==> src/rtl/skip_pkg.sv <==
package skip_pkg;
  localparam int unsigned SEL_W  = 3;
  localparam int unsigned CODE_W = SEL_W + 1;
  localparam int unsigned NPRED  = 1 << SEL_W;

  typedef enum logic [1:0] {
    KIND_PLAIN  = 2'd0,
    KIND_SKIP   = 2'd1,
    KIND_BRANCH = 2'd2,
    KIND_JUMP   = 2'd3
  } instr_kind_e;

  typedef struct packed {
    logic n;
    logic z;
    logic c;
    logic v;
  } flags_t;
endpackage

==> src/rtl/skip_cond_eval.sv <==
module skip_cond_eval
  import skip_pkg::*;
(
  input  flags_t              flags_i,
  input  logic [CODE_W-1:0]   code_i,
  output logic                hit_o
);
  logic [NPRED-1:0]  pred;
  logic [SEL_W-1:0]  sel;
  logic              pol;
  logic              lt;

  assign sel = code_i[CODE_W-1:1];
  assign pol = code_i[0];
  assign lt  = flags_i.n ^ flags_i.v;

  // predicate table indexed by sel
  assign pred[0] = flags_i.z;
  assign pred[1] = flags_i.c;
  assign pred[2] = flags_i.n;
  assign pred[3] = flags_i.v;
  assign pred[4] = lt;
  assign pred[5] = flags_i.z | lt;
  assign pred[6] = flags_i.z | ~flags_i.c;
  assign pred[7] = 1'b1;

  assign hit_o = (pred[sel] == pol);
endmodule

==> src/rtl/skip_mask_reg.sv <==
module skip_mask_reg #(
  parameter int unsigned MASK_W = 8
) (
  input  logic              clk_i,
  input  logic              rst_ni,
  input  logic              advance_i,
  input  logic              merge_i,
  input  logic              clear_i,
  input  logic [MASK_W-1:0] field_i,
  output logic [MASK_W-1:0] mask_o,
  output logic              head_o
);
  logic [MASK_W-1:0] mask_q;
  logic [MASK_W-1:0] mask_d;
  logic [MASK_W-1:0] shifted;

  // per-slot next state: slot i takes slot i+1 on advance
  for (genvar i = 0; i < MASK_W; i++) begin : g_slot
    if (i == MASK_W - 1) begin : g_top
      assign shifted[i] = 1'b0;
    end else begin : g_mid
      assign shifted[i] = mask_q[i+1];
    end

    always_comb begin
      if (!advance_i)   mask_d[i] = mask_q[i];
      else if (clear_i) mask_d[i] = 1'b0;
      else if (merge_i) mask_d[i] = shifted[i] | field_i[i];
      else              mask_d[i] = shifted[i];
    end

    always_ff @(posedge clk_i or negedge rst_ni) begin
      if (!rst_ni) mask_q[i] <= 1'b0;
      else         mask_q[i] <= mask_d[i];
    end
  end

  assign mask_o = mask_q;
  assign head_o = mask_q[0];
endmodule

==> src/rtl/skip_cond_unit.sv <==
module skip_cond_unit
  import skip_pkg::*;
#(
  parameter int unsigned MASK_W = 8
) (
  input  logic              clk_i,
  input  logic              rst_ni,
  input  logic              issue_i,
  input  logic              ext_word_i,
  input  logic [1:0]        kind_i,
  input  logic [3:0]        cond_i,
  input  logic [MASK_W-1:0] skip_field_i,
  input  logic              flag_n_i,
  input  logic              flag_z_i,
  input  logic              flag_c_i,
  input  logic              flag_v_i,
  output logic              cond_true_o,
  output logic              cancel_o,
  output logic [MASK_W-1:0] mask_o
);
  flags_t      flags;
  instr_kind_e kind;
  logic        hit;
  logic        real_issue;
  logic        head;
  logic        live;
  logic        is_flow;

  assign flags = '{n: flag_n_i, z: flag_z_i, c: flag_c_i, v: flag_v_i};
  assign kind  = instr_kind_e'(kind_i);

  skip_cond_eval u_eval (
    .flags_i (flags),
    .code_i  (cond_i),
    .hit_o   (hit)
  );

  assign real_issue = issue_i & ~ext_word_i;
  assign live       = real_issue & ~head;
  assign is_flow    = (kind == KIND_BRANCH) || (kind == KIND_JUMP);

  skip_mask_reg #(.MASK_W(MASK_W)) u_mask (
    .clk_i     (clk_i),
    .rst_ni    (rst_ni),
    .advance_i (real_issue),
    .merge_i   (live & (kind == KIND_SKIP) & hit),
    .clear_i   (live & is_flow),
    .field_i   (skip_field_i),
    .mask_o    (mask_o),
    .head_o    (head)
  );

  assign cond_true_o = hit;
  assign cancel_o    = real_issue & head;
endmodule

==> config.mk <==
export PLATFORM = sky130hd
export DESIGN_NAME = skip_cond_unit
export DESIGN_NICKNAME = d
export VERILOG_FILES = /design/src/rtl/skip_pkg.sv /design/src/rtl/skip_cond_eval.sv /design/src/rtl/skip_mask_reg.sv /design/src/rtl/skip_cond_unit.sv
export SDC_FILE = /design/constraint.sdc
export NUM_CORES = 1
export LEC_CHECK = 0
export ABC_AREA = 0
export ABC_CLOCK_PERIOD_IN_PS = 1300
export CORE_MARGIN = 5
export CORE_UTILIZATION = 31
export CTS_BUF_LIST = sky130_fd_sc_hd__clkbuf_16
export DETAILED_ROUTE_END_ITERATION = 12
export HOLD_SLACK_MARGIN = 0.02
export PLACE_DENSITY = 0.74
export SLEW_MARGIN = 20
export SYNTH_ARGS = -nofsm -noshare
export SYNTH_HDL_FRONTEND = slang
export SYNTH_SLANG_ARGS = --single-unit
export TNS_END_PERCENT = 100
==> constraint.sdc <==
create_clock -name clk_i -period 1.3 [get_ports clk_i]
set_clock_uncertainty 0.1 [all_clocks]
set_input_delay 0.26 -clock clk_i [delete_from_list [all_inputs] [get_ports clk_i]]
set_output_delay 0.26 -clock clk_i [all_outputs]
set_load 0.05 [all_outputs]
==> impl_metrics.json <==
{
  "outcome": "complete, but fails checks",
  "violations": "setup timing",
  "setup_viol": 11,
  "swShare_pct": 29.8,
  "cts.clk_slew.worst_paths_ps": 40,
  "worstSetupPathType": "input port to output pin",
  "rsz0062_at_grt": "yes",
  "grt_max_degree": 10,
  "routed_wl_um": 1740,
  "layout.nets": 115,
  "dp_slack_ps": -956,
  "area_growth_pct": 143,
  "fin_total_pwr_uw": 1440,
  "routedWlPerCell_um": 16.2,
  "finalHoldViolations": 0,
  "pin_count": 32,
  "cts_max_level": 1,
  "p_seq_share_pct": 22.2,
  "syn_nets": 67,
  "arrival_ps": 1460,
  "cts_buffers": 3,
  "clk-insertion-delay-late_ps": 230,
  "grt_pass1_wl_um": 2890,
  "num_vias": 556,
  "hpwlAfterDp_um": 1280,
  "clkPwrFrac_pct": 35.8,
  "synth_seq_cells": 8,
  "cp.required_ps": 940,
  "worst_slew_pin_slew_ps": 387,
  "grt_pass1_vias": 616,
  "comb_power_share_pct": 42.1,
  "slowest_delay_ps": 310,
  "synth_cells": 45,
  "hold_class": "input port to asynchronous set/reset pin",
  "power.density_mw_per_mm2": 1220,
  "antenna_found_initial": 0,
  "drive_above_1_share_pct": 57.1,
  "cts_tree": "done",
  "synth_ff_type": "dfrtp_1",
  "fp.dieH_um": 49.7,
  "cp_top_family": "buffers and inverters",
  "stdcell_count": 107,
  "syn-cell-area_um2": 488,
  "dieArea_mm2": 0.00247,
  "fin_crit_ps": 1820,
  "firstDrtPassIters": 4,
  "max_freq_ghz": 0.548,
  "power.switching_uw": 430,
  "intPower_uw": 1010,
  "setup-tns-final_ps": -3300,
  "postRouteAntennaNets": 0,
  "end_kind": "output pin",
  "port_buffers": 31,
  "design_area_mm2": 0.00118,
  "drv_cap": 0,
  "start_util_pct": 32.4,
  "ys_warn_count": 0,
  "worst_slack_ps": -523,
  "critical_path.startpoint_type": "input port",
  "place_area_mm2": 0.00104,
  "critPathBufInv": 3,
  "slew_headroom_pct": 74.1,
  "ir_drop_v": 0.000851,
  "cp_slowest_cell": "a311oi_4",
  "gr-usage-all-layers_pct": 15.1,
  "cts_buffer_depth": 2,
  "slew_viol_final": 0,
  "grt_overflow": 0,
  "core_mm2": 0.00151,
  "p_leak_uw": 0.000552,
  "avgSynthCellArea_um2": 10.8,
  "drt_iter0_markers": 7,
  "ys_types": 22,
  "die_x_um": 49.7,
  "rows": 14,
  "placed_cells": 101,
  "diodes": 0,
  "cts_root_buf": "clkbuf_16",
  "drc_errors": 0,
  "async_flop_share_pct": 100,
  "cts.sink_count": 8,
  "ys_seq_area_share_pct": 41.0,
  "crit_fanout": 3,
  "fin_crit_sh_pct": 140,
  "vias_per_cell": 5.20,
  "path_cells": "buf_8, and4bb_1, a211oi_2, a311oi_4, buf_6, xor2_4, buf_12",
  "synth_edf_count": 0,
  "gp_congestion": 0.726
}
[layer usage]
metal | track usage, % | wire length (um) | vias to the layer above
met5 | 0 | 0 | -
met4 | 5.24 | 0 | 0
met3 | 3.31 | 134 | 0
met2 | 27.5 | 917 | 29
met1 | 16.8 | 685 | 264
li1 | - | - | 263
[layout by cell type, fill, tap and decap left out, types with 2 or more instances in the layout]
cell             instances
clkdlybuf4s50_1         12
buf_12                  10
buf_4                    9
dfrtp_1                  8
a22o_1                   6
a21o_2                   6
buf_6                    6
nor2_1                   3
clkbuf_16                3
buf_2                    3
dlygate4sd2_1            2
buf_8                    2
[synthesized netlist by cell type, types with 2 or more instances]
master	n	area, um^2
nor2_1	4	15.0
nor3_1	2	10.0
dfrtp_1	8	200
inv_1	2	7.51
a21oi_1	2	10.0
a21o_2	6	52.6
a22o_1	6	52.6
[through the flow]
stage / hold slack (ps) / util, %
floorplan: -136 / -
global placement: 466 / 68.8
detailed placement: 469 / 68.8
CTS: 227 / 77.0
global route: 245 / 78.6
finish: 220 / 78.6
[power groups by stage]
stage	registers (uW)	clock network [uW]	logic, uW
2_1_floorplan	391	0	172
3_3_place_gp	320	0	549
3_5_place_dp	321	0	560
4_1_cts	320	525	592
5_1_grt	326	544	631
6_report	320	516	607
[sequential cells by signal (all words and copies together), names as in the netlist]
register	count
u_mask.mask_o	7
u_mask.head_o	1
[final timing paths]
kind / slack, ps / depth (start not counted) / startpoint / to
max: -520 / 7 / cond_i[1] / cond_true_o
min: 220 / 1 / rst_ni / u_mask.mask_o[4]
max reg2reg: -140 / 4 / u_mask.head_o / u_mask.mask_o[7]
min reg2reg: 480 / 1 / u_mask.mask_o[7] / u_mask.mask_o[7]
max in group asynchronous: 600 / 1 / rst_ni / u_mask.mask_o[7]
min in group clk_i: 480 / 1 / u_mask.mask_o[7] / u_mask.mask_o[7]
[area by class of cell]
| class | instances | area, um^2 |
|---|---|---|
| clock buffer | 3 | 75.1 |
| inverter | 2 | 10.0 |
| tap | 16 | 20.0 |
| timing repair buffer | 45 | 528 |
| multi-input combinational | 33 | 350 |
| fill | 94 | 323 |
| sequential | 8 | 200 |
[logic make-up (layout without fill, tap and decap cells)]
logic type | count (synthesis) | in the layout | synth area share, %
multiplexers | 3 | 3 | 7.95
XOR/XNOR | 2 | 2 | 3.59
flip-flops | 8 | 8 | 41.0
AO/OA/AOI/OAI | 18 | 18 | 32.1
AND/OR/NAND/NOR | 10 | 10 | 11.5
buffers and inverters | 4 | 50 | 3.85
[what timing repair did]
item | in CTS | in global routing
resized for setup | 44 | 4
hold buffers | 0 | 0
endpoints found under the hold margin | 0 | 0
gates cloned | 0 | 0
endpoints found under the setup margin | 11 | 11
buffers inserted | 3 | 1
pin swaps | 7 | 4
Note: power is estimated with default switching activity, not from simulation.
